$ cat src/rtl/soff_pkg.sv
package soff_pkg;

    // Occupancy of the single adder slot between the two FIFOs
    typedef enum logic [1:0] {
        SLOT_EMPTY   = 2'd0,
        SLOT_FULL    = 2'd1,
        SLOT_STALLED = 2'd2
    } slot_state_e;

endpackage

$ cat src/rtl/soff_fifo.sv
module soff_fifo #(
    parameter int WIDTH = 16,
    parameter int DEPTH = 16
) (
    input  logic             clk,
    input  logic             rst_n,
    input  logic             push_i,
    input  logic [WIDTH-1:0] push_data_i,
    output logic             space_o,
    input  logic             pop_i,
    output logic             head_valid_o,
    output logic [WIDTH-1:0] head_data_o
);
    localparam int PW = (DEPTH > 1) ? $clog2(DEPTH) : 1;
    localparam int CW = $clog2(DEPTH + 1);
    localparam logic [PW-1:0] LAST_PTR = PW'(DEPTH - 1);
    localparam logic [CW-1:0] LIMIT    = CW'(DEPTH - 1);
    localparam logic [CW-1:0] CAPACITY = CW'(DEPTH);

    logic [WIDTH-1:0] mem_q [DEPTH];
    logic [PW-1:0]    wr_ptr_q, rd_ptr_q, wr_ptr_n, rd_ptr_n;
    logic [CW-1:0]    count_q, count_n;
    logic [WIDTH-1:0] head_q, head_n;
    logic             valid_q, space_q;

    always_comb begin
        wr_ptr_n = wr_ptr_q;
        rd_ptr_n = rd_ptr_q;
        if (push_i) wr_ptr_n = (wr_ptr_q == LAST_PTR) ? '0 : wr_ptr_q + 1'b1;
        if (pop_i)  rd_ptr_n = (rd_ptr_q == LAST_PTR) ? '0 : rd_ptr_q + 1'b1;
        count_n = count_q + CW'(push_i) - CW'(pop_i);
        // the next head is either already stored or is being written now
        if (push_i && (wr_ptr_q == rd_ptr_n)) head_n = push_data_i;
        else                                  head_n = mem_q[rd_ptr_n];
    end

    always_ff @(posedge clk) begin
        if (push_i) mem_q[wr_ptr_q] <= push_data_i;
    end

    always_ff @(posedge clk) begin
        if (!rst_n) begin
            wr_ptr_q <= '0;
            rd_ptr_q <= '0;
            count_q  <= '0;
            head_q   <= '0;
            valid_q  <= 1'b0;
            space_q  <= 1'b1;
        end else begin
            wr_ptr_q <= wr_ptr_n;
            rd_ptr_q <= rd_ptr_n;
            count_q  <= count_n;
            head_q   <= head_n;
            valid_q  <= (count_n != '0);
            space_q  <= (count_n < LIMIT);
        end
    end

    assign space_o      = space_q;
    assign head_valid_o = valid_q;
    assign head_data_o  = head_q;

    // a write never lands on a full FIFO
    assert_no_overflow_R5: assert property (@(posedge clk) disable iff (!rst_n)
        push_i |-> (count_q < CAPACITY));

    // a read never takes from an empty FIFO
    assert_no_underflow_R3: assert property (@(posedge clk) disable iff (!rst_n)
        pop_i |-> (count_q != '0));

endmodule

$ cat src/rtl/soff_attr_regs.sv
module soff_attr_regs #(
    parameter int WIDTH       = 16,
    parameter int ADDR_W      = 4,
    parameter int AMOUNT_ADDR = 0
) (
    input  logic              clk,
    input  logic              rst_n,
    input  logic [ADDR_W-1:0] addr_i,
    input  logic [WIDTH-1:0]  wdata_i,
    input  logic              we_i,
    output logic [WIDTH-1:0]  rdata_o,
    output logic [WIDTH-1:0]  amount_o
);
    localparam logic [ADDR_W-1:0] AMT_SEL = ADDR_W'(AMOUNT_ADDR);

    logic [WIDTH-1:0] amount_q, rdata_q;
    logic             hit;

    assign hit = (addr_i == AMT_SEL);

    always_ff @(posedge clk) begin
        if (!rst_n) begin
            amount_q <= '0;
            rdata_q  <= '0;
        end else begin
            if (we_i && hit) amount_q <= wdata_i;
            rdata_q <= hit ? amount_q : '0;
        end
    end

    assign amount_o = amount_q;
    assign rdata_o  = rdata_q;

    // writes elsewhere in the address space do not touch the offset
    assert_foreign_write_ignored_R7: assert property (@(posedge clk) disable iff (!rst_n)
        (we_i && !hit) |=> $stable(amount_q));

endmodule

$ cat src/rtl/soff_core.sv
module soff_core
    import soff_pkg::*;
#(
    parameter int WIDTH = 16
) (
    input  logic             clk,
    input  logic             rst_n,
    input  logic             src_valid_i,
    input  logic [WIDTH-1:0] src_data_i,
    output logic             src_pop_o,
    input  logic [WIDTH-1:0] amount_i,
    input  logic             dst_space_i,
    output logic             dst_push_o,
    output logic [WIDTH-1:0] dst_data_o
);
    slot_state_e      state_q, state_n;
    logic [WIDTH-1:0] slot_q;
    logic             slot_free;

    // outputs and next state
    always_comb begin
        dst_push_o = (state_q != SLOT_EMPTY) && dst_space_i;
        slot_free  = (state_q == SLOT_EMPTY) || dst_push_o;
        src_pop_o  = src_valid_i && slot_free;
        state_n    = state_q;
        unique case (state_q)
            SLOT_EMPTY:   state_n = src_pop_o ? SLOT_FULL : SLOT_EMPTY;
            SLOT_FULL,
            SLOT_STALLED: begin
                if (!dst_push_o)    state_n = SLOT_STALLED;
                else if (src_pop_o) state_n = SLOT_FULL;
                else                state_n = SLOT_EMPTY;
            end
            default:      state_n = SLOT_EMPTY;
        endcase
    end

    // state register
    always_ff @(posedge clk) begin
        if (!rst_n) begin
            state_q <= SLOT_EMPTY;
            slot_q  <= '0;
        end else begin
            state_q <= state_n;
            if (src_pop_o) slot_q <= src_data_i + amount_i;
        end
    end

    assign dst_data_o = slot_q;

    // a blocked slot keeps its sample and records the stall
    assert_slot_held_R4: assert property (@(posedge clk) disable iff (!rst_n)
        ((state_q != SLOT_EMPTY) && !dst_push_o) |=> ((state_q == SLOT_STALLED) && $stable(slot_q)));

endmodule

$ cat src/rtl/stream_offset_stage.sv
module stream_offset_stage #(
    parameter int WIDTH       = 16,
    parameter int DEPTH       = 16,
    parameter int ADDR_W      = 4,
    parameter int AMOUNT_ADDR = 0
) (
    input  logic              clk,
    input  logic              rst_n,
    input  logic [WIDTH-1:0]  in_data,
    input  logic              in_valid,
    output logic              in_ready,
    output logic [WIDTH-1:0]  out_data,
    output logic              out_valid,
    input  logic              out_ready,
    input  logic [ADDR_W-1:0] attr_addr,
    input  logic [WIDTH-1:0]  attr_wdata,
    input  logic              attr_we,
    output logic [WIDTH-1:0]  attr_rdata
);
    logic             ib_push, ib_valid, ib_pop;
    logic [WIDTH-1:0] ib_data;
    logic             ob_push, ob_space, ob_pop;
    logic [WIDTH-1:0] ob_wdata;
    logic [WIDTH-1:0] amount;

    assign ib_push = in_valid && in_ready;
    assign ob_pop  = out_valid && out_ready;

    soff_fifo #(.WIDTH(WIDTH), .DEPTH(DEPTH)) u_in_buf (
        .clk          (clk),
        .rst_n        (rst_n),
        .push_i       (ib_push),
        .push_data_i  (in_data),
        .space_o      (in_ready),
        .pop_i        (ib_pop),
        .head_valid_o (ib_valid),
        .head_data_o  (ib_data)
    );

    soff_attr_regs #(.WIDTH(WIDTH), .ADDR_W(ADDR_W), .AMOUNT_ADDR(AMOUNT_ADDR)) u_attr (
        .clk      (clk),
        .rst_n    (rst_n),
        .addr_i   (attr_addr),
        .wdata_i  (attr_wdata),
        .we_i     (attr_we),
        .rdata_o  (attr_rdata),
        .amount_o (amount)
    );

    soff_core #(.WIDTH(WIDTH)) u_core (
        .clk         (clk),
        .rst_n       (rst_n),
        .src_valid_i (ib_valid),
        .src_data_i  (ib_data),
        .src_pop_o   (ib_pop),
        .amount_i    (amount),
        .dst_space_i (ob_space),
        .dst_push_o  (ob_push),
        .dst_data_o  (ob_wdata)
    );

    soff_fifo #(.WIDTH(WIDTH), .DEPTH(DEPTH)) u_out_buf (
        .clk          (clk),
        .rst_n        (rst_n),
        .push_i       (ob_push),
        .push_data_i  (ob_wdata),
        .space_o      (ob_space),
        .pop_i        (ob_pop),
        .head_valid_o (out_valid),
        .head_data_o  (out_data)
    );

    // a stalled output keeps its sample in place
    assert_hold_under_stall_R4: assert property (@(posedge clk) disable iff (!rst_n)
        (out_valid && !out_ready) |=> (out_valid && $stable(out_data)));

endmodule

$ cat config.mk
export PLATFORM = sky130hd
export DESIGN_NAME = stream_offset_stage
export DESIGN_NICKNAME = d
export VERILOG_FILES = /design/src/rtl/soff_pkg.sv /design/src/rtl/soff_fifo.sv /design/src/rtl/soff_attr_regs.sv /design/src/rtl/soff_core.sv /design/src/rtl/stream_offset_stage.sv
export SDC_FILE = /design/constraint.sdc
export NUM_CORES = 1
export LEC_CHECK = 0
export ABC_AREA = 1
export BUFFER_PORTS_ARGS = -buffer_cell sky130_fd_sc_hd__buf_4
export CAP_MARGIN = 30
export CORE_UTILIZATION = 46
export CTS_CLUSTER_SIZE = 40
export DETAILED_ROUTE_END_ITERATION = 16
export SLEW_MARGIN = 20
export SYNTH_ARGS = -nofsm -noshare
export SYNTH_HDL_FRONTEND = slang
export SYNTH_SLANG_ARGS = --single-unit
export TNS_END_PERCENT = 30
$ cat constraint.sdc
create_clock -name clk -period 3.5 [get_ports clk]
set_input_delay 0.525 -clock clk [delete_from_list [all_inputs] [get_ports clk]]
set_output_delay 0.525 -clock clk [all_outputs]
set_load 0.01 [all_outputs]
Word-level counts from Yosys, hierarchy flattened:

Memory sizes are Yosys's and may differ from the RTL's. A register that Yosys moved wholly into a read port is not among the register bits.
Index checks and enable logic that the tools add are counted.

* bits in registers: 80
* latch bits: 0
* memory bits (writable): 512
* bits in read-only memories: 0
* input port bits: 41
* output and inout port bits: 34
* memories kept: 2

* add/subtract/negate cells: 9
* multipliers: 0
* div/mod/pow operators: 0
* $lt $le $gt $ge: 2
* equal/unequal tests: 6
* shifts and indexed selects: 0
* mux-type cells: 13
* bitwise gates (word level): 0
* reductions and logical operators: 15

Memories
* u_in_buf.mem_q: depth 16, width 16, read ports 1, clocked after memory_dff 1, write ports 1, RTL line soff_fifo.sv:20 `logic [WIDTH-1:0] mem_q [DEPTH];`
* u_out_buf.mem_q: depth 16, width 16, read ports 1, clocked after memory_dff 1, write ports 1, RTL line soff_fifo.sv:20

Operators with widths (number)
* $mux W4: 6
* $add A16 B16 Y16: 1
* $add A4 B1 Y4 const B: 4
* $eq A4 B4 Y1 const B: 4
* $add A5 B1 Y5: 2
* $lt A5 B4 Y1 const B: 2
* $reduce_bool A5 Y1: 2
* $sub A5 B1 Y5: 2
* $logic_and A1 B1 Y1: 5
* $mux W1: 5
* $logic_not A4 Y1: 1
* $pmux W2 S2: 1
* $eq A2 B1 Y1 const B: 1
* $eq A2 B2 Y1 const B: 1
* $logic_not A1 Y1: 2
* $logic_not A2 Y1: 1
* $mux W2: 1
* $reduce_and A2 Y1: 1
* $reduce_bool A2 Y1: 1
* $reduce_or A2 Y1: 1
* $logic_or A1 B1 Y1: 1

Logic depth before layout (Yosys ltp):

* depth after elaboration: 7
* mapped depth: 17

By module:

A second synthesis with hierarchy kept.

* cell total of the unflattened synthesis: 2811
* area, all modules: 28327.2 µm²

By module, submodules not included
* soff_fifo at u_out_buf: instances 1, cells an instance 1181, area each 12715.9 µm²
* soff_fifo at u_in_buf: instances 1, cells an instance 1181, area each 12665.9 µm²
* soff_core: instances 1, cells an instance 273, area each 1675.4 µm²
* soff_attr_regs: instances 1, cells an instance 172, area each 1255.0 µm²
* stream_offset_stage: instances 1, cells an instance 4, area each 15.0 µm²

Least setup slack after synthesis:

OpenSTA, ideal clock, no wires.

* path kind: register to register
* start point: reg u_core.state_q[0]
* end point: reg u_in_buf.space_q (netlist: u_in_buf.space_o)
* arrival: 2.672 ns
* path slack: 0.712 ns
* cell stages (with the launch flop): 17
* path buffers: 1
* path through: dfxtp_1 inv_1 ha_1 nor2_2 nor2_8 buf_1 ha_1 inv_1 ha_1 fa_1 nand2_1 nand2_1 a21oi_1 xnor2_1 or2_2 o21ai_0 inv_1

* cells in the longest elaborated chain, start to end: 6

Ends and longest elaborated chain
* start, declared: RTL line soff_core.sv:16 `slot_state_e state_q, state_n;`
* start signal, assigned: RTL line soff_core.sv:44 `state_q <= state_n;`
* $reduce_bool A2 Y1: RTL line soff_core.sv:22 `dst_push_o = (state_q != SLOT_EMPTY) && dst_space_i;`
* $logic_and A1 B1 Y1: RTL line soff_core.sv:22
* $logic_or A1 B1 Y1 *: RTL line soff_core.sv:23 `slot_free = (state_q == SLOT_EMPTY) || dst_push_o;`
* $logic_and A1 B1 Y1 *: RTL line soff_core.sv:24 `src_pop_o = src_valid_i && slot_free;`
* $sub A5 B1 Y5 *: RTL line soff_fifo.sv:31 `count_n = count_q + CW'(push_i) - CW'(pop_i);`
* $lt A5 B4 Y1 *: RTL line soff_fifo.sv:55 `space_q <= (count_n < LIMIT);`
* end signal, assigned: RTL line soff_fifo.sv:55
* end, declared: RTL line soff_fifo.sv:24 `logic valid_q, space_q;`

Mark *: on every way between the ends. The rest lies on a longest branch, timed or not.
A chain may end at the register's enable or synchronous reset.

Worst setup path in the final report:

Same ends and word-level chain as after synthesis.

==> flow_metrics.py <==
metrics = {
    "yosys": {
        "synth-seq-cells": 624,
        "syn_avg_cell_area_um2": 9.98,
        "synth.area.top_cells": "edfxtp_1 56%, nand3_1 9.2%, dfxtp_1 8.1%",
        "syn-instance-count": 2765,
        "synthFlopType": "edfxtp_1",
        "yosysTopAreaCell": "edfxtp_1",
        "synth_warnings": 0,
        "synthesis.nets": 2846,
        "yosysTopAreaCellShare_pct": 55.7,
        "synth_cell_types": 42,
        "ys_async_sr_fraction_pct": 0,
        "seq_area_frac_synth_pct": 63.9,
        "synth_edf_count": 512,
        "netlist_area_mm2": 0.0276,
    },
    "clock_tree": {
        "cts_max_path_buffers": 3,
        "root_buffer": "clkbuf_16",
        "cts_setup_buffers": 0,
        "cts_resized": 0,
        "cts_sinks": 624,
        "postCtsHoldBufs": 0,
        "clkTransAtPathRegs_ns": 0.06,
        "cts_tree": "built",
        "htreeDepth": 3,
        "numCtsBuffers": 68,
        "clk_latency_ns": 0.61,
    },
    "detailed_routing": {
        "antenna_left": 0,
        "routed_wire_length_per_instance_um": 19.1,
        "via_per_inst": 5.20,
        "drc_errors": 2,
        "vias": 19100,
        "drtPass1Iterations": 11,
        "totalWireLength_um": 70000,
        "first_iter_violations": 1622,
    },
    "critical_path": {
        "required_ns": 3.98,
        "path_class": "reg2reg",
        "worstPathArrival_ns": 3.29,
        "cp_max_fo": 19,
        "cp-end-kind": "register",
        "cp-start-kind": "register",
        "rr_worst_depth": 15,
    },
    "floorplanning": {
        "die_h_um": 247,
        "dieWidth_um": 247,
        "num_rows": 89,
        "start_util_pct": 46.7,
        "ioPinCount": 75,
        "core-area_mm2": 0.0591,
        "die-area_mm2": 0.0610,
    },
    "flow_run": {
        "maxCapViolCount": 0,
    },
    "sta": {
        "tightest_slew_ns": 0.845,
        "fin_tns_setup_ns": 0,
        "maxSlewViolCount": 0,
        "min_period_over_period_pct": 80.0,
        "slew_headroom_pct": 43.6,
        "holdWs_ns": 0.208,
        "min_period_ns": 2.80,
        "rsz0062_at_grt": "no",
        "setup_viol": 0,
        "clock_skew_ns": 0.0204,
        "hold_viol": 0,
        "fmax_ghz": 0.357,
    },
    "layout": {
        "final_core_util_pct": 52.9,
        "layout-drive-gt1-share_pct": 9.76,
        "final_nets": 2930,
        "syn2layout_area_growth_pct": 13.5,
        "diodes": 0,
    },
    "pwr": {
        "powerDensity_mw_per_mm2": 733,
        "p_leak_nw": 13.4,
        "p_total_mw": 22.9,
        "peakVddDrop_mv": 0.469,
    },
    "grt": {
        "use_met2_pct": 39.0,
        "grt_overflow": 0,
        "grt_usage_pct": 23.2,
        "grt_pass1_wl_um": 107000,
        "antenna_found_initial": 0,
        "grt_busiest_layer": "met2",
        "met3_usage_pct": 3.25,
        "grt_max_degree": 78,
        "grt_pass1_vias": 18300,
        "met1_usage_pct": 30.1,
    },
    "placement": {
        "port_buffers": 74,
        "gp_congestion": 0.881,
        "dp_hpwl_um": 43600,
    },
    "outcome": {
        "outcome": "complete, but fails checks",
        "violations": "design-rule violations",
    },
    "min_path": {
        "hold_path.class": "in2reg",
        "hold_depth": 3,
    },
}
## layer usage
| layer | wire length, um | vias to the layer above |
|---|---|---|
| li1 | - | 9298 |
| met1 | 29600 | 9060 |
| met2 | 34000 | 571 |
| met3 | 3690 | 161 |
| met4 | 2670 | 0 |
| met5 | 0 | - |
## cells by family after synthesis
group / count (synthesis) / synth area share [%]
XOR/XNOR: 17 / 0.608
adder cells (fa/ha/maj): 40 / 1.90
flip-flops: 624 / 63.9
AO/OA/AOI/OAI: 254 / 4.81
buffers and inverters: 673 / 9.48
AND/OR/NAND/NOR: 1157 / 19.3
## cell type report
cell class / instances / area (um2)
flip-flops and latches: 624 / 17600
multi-input cells: 1468 / 7410
repair buffers: 149 / 1200
clock buffers: 96 / 1890
clock inverters: 25 / 203
well taps: 773 / 967
inverters: 538 / 2020
fillers: 5208 / 27800
## registers in the layout, summed over array words and instances (netlist names), 2 cells and up
| signal | count |
|---|---|
| u_in_buf.count_q | 5 |
| u_out_buf.count_q | 5 |
| u_out_buf.mem_q | 256 |
| u_core.dst_data_o | 16 |
| u_attr.rdata_o | 16 |
| u_in_buf.rd_ptr_q | 4 |
| u_out_buf.wr_ptr_q | 4 |
| u_in_buf.mem_q | 256 |
| u_core.state_q | 2 |
| u_in_buf.head_data_o | 16 |
| u_out_buf.head_data_o | 16 |
| u_out_buf.rd_ptr_q | 4 |
| u_attr.amount_o | 16 |
| u_in_buf.wr_ptr_q | 4 |
## Yosys cell counts, types with 2 or more instances
cell type  number
inv_1         532
xor2_1         12
a31oi_1         3
xnor2_1         4
nand2_2         8
edfxtp_1      512
dfxtp_1       112
nand3b_1       48
buf_6           2
nor3_1          6
nand2_4         2
buf_2          48
nor2_1         83
nor2_2          2
ha_1           37
o21ai_0       135
buf_4           4
or2_2           3
nand2_1       477
inv_2           5
nand4_1         6
nand3_2        11
nand3_1       506
fa_1            3
nor2_8          2
a21oi_1        99
buf_1          22
a211oi_1        2
o21bai_1        2
clkbuf_1       59
o211ai_1        4
a21o_1          4
## cells in the final DEF (no fill, tap or decap), types with 2 or more instances in the layout
| master | netlist | final |
|---|---|---|
| a211oi_1 | 2 | 2 |
| a21o_1 | 4 | 4 |
| a21oi_1 | 99 | 99 |
| a31oi_1 | 3 | 3 |
| buf_12 | 0 | 6 |
| buf_4 | 4 | 142 |
| bufinv_16 | 0 | 2 |
| clkbuf_1 | 59 | 22 |
| clkbuf_16 | 0 | 70 |
| clkbuf_8 | 0 | 4 |
| clkinv_1 | 1 | 12 |
| clkinv_2 | 0 | 7 |
| clkinv_8 | 0 | 3 |
| dfxtp_1 | 112 | 112 |
| edfxtp_1 | 512 | 512 |
| fa_1 | 3 | 3 |
| ha_1 | 37 | 37 |
| inv_1 | 532 | 531 |
| inv_2 | 5 | 6 |
| inv_6 | 0 | 2 |
| nand2_1 | 477 | 473 |
| nand2_2 | 8 | 9 |
| nand2_4 | 2 | 5 |
| nand3_1 | 506 | 506 |
| nand3_2 | 11 | 10 |
| nand3b_1 | 48 | 48 |
| nand4_1 | 6 | 6 |
| nor2_1 | 83 | 80 |
| nor2_2 | 2 | 5 |
| nor2_8 | 2 | 2 |
| nor3_1 | 6 | 6 |
| o211ai_1 | 4 | 4 |
| o21ai_0 | 135 | 135 |
| o21bai_1 | 2 | 2 |
| or2_2 | 3 | 3 |
| xnor2_1 | 4 | 4 |
| xor2_1 | 12 | 12 |
## power by group
group / internal (mW) / switching, mW
clock network: 3.92 / 2.88
logic: 2.15 / 4.49
registers: 8.86 / 0.639
## per-stage QoR
step | cells | setup slack, ns | cell area, um2
global placement | 3551 | 0.782 | 29200
CTS | 3672 | 0.675 | 31300
floorplan | 2765 | 0.712 | 27600
finish | 3673 | 0.699 | 31300
global route | 3673 | 0.490 | 31300
detailed placement | 3551 | 0.693 | 29200
## final timing paths
path	to	from	slack, ns
min reg2reg	u_attr.rdata_o[10]	u_attr.amount_o[10]	0.47
min	u_attr.amount_o[4]	attr_wdata[4]	0.21
max reg2reg	u_in_buf.space_o	u_core.state_q[0]	0.70
max	u_in_buf.space_o	u_core.state_q[0]	0.70
## critical path, stage by stage (launching register included)
cell	delay [ns]
dfxtp_1	0.33
inv_1	0.05
ha_1	0.23
nor2_2	0.21
nor2_8	0.11
ha_1	0.28
inv_1	0.04
ha_1	0.20
fa_1	0.44
nand2_1	0.08
nand2_1	0.05
a21oi_1	0.15
xnor2_1	0.10
or2_2	0.28
o21ai_0	0.07
inv_1	0.06
Note: power is estimated with default switching activity, not from simulation.
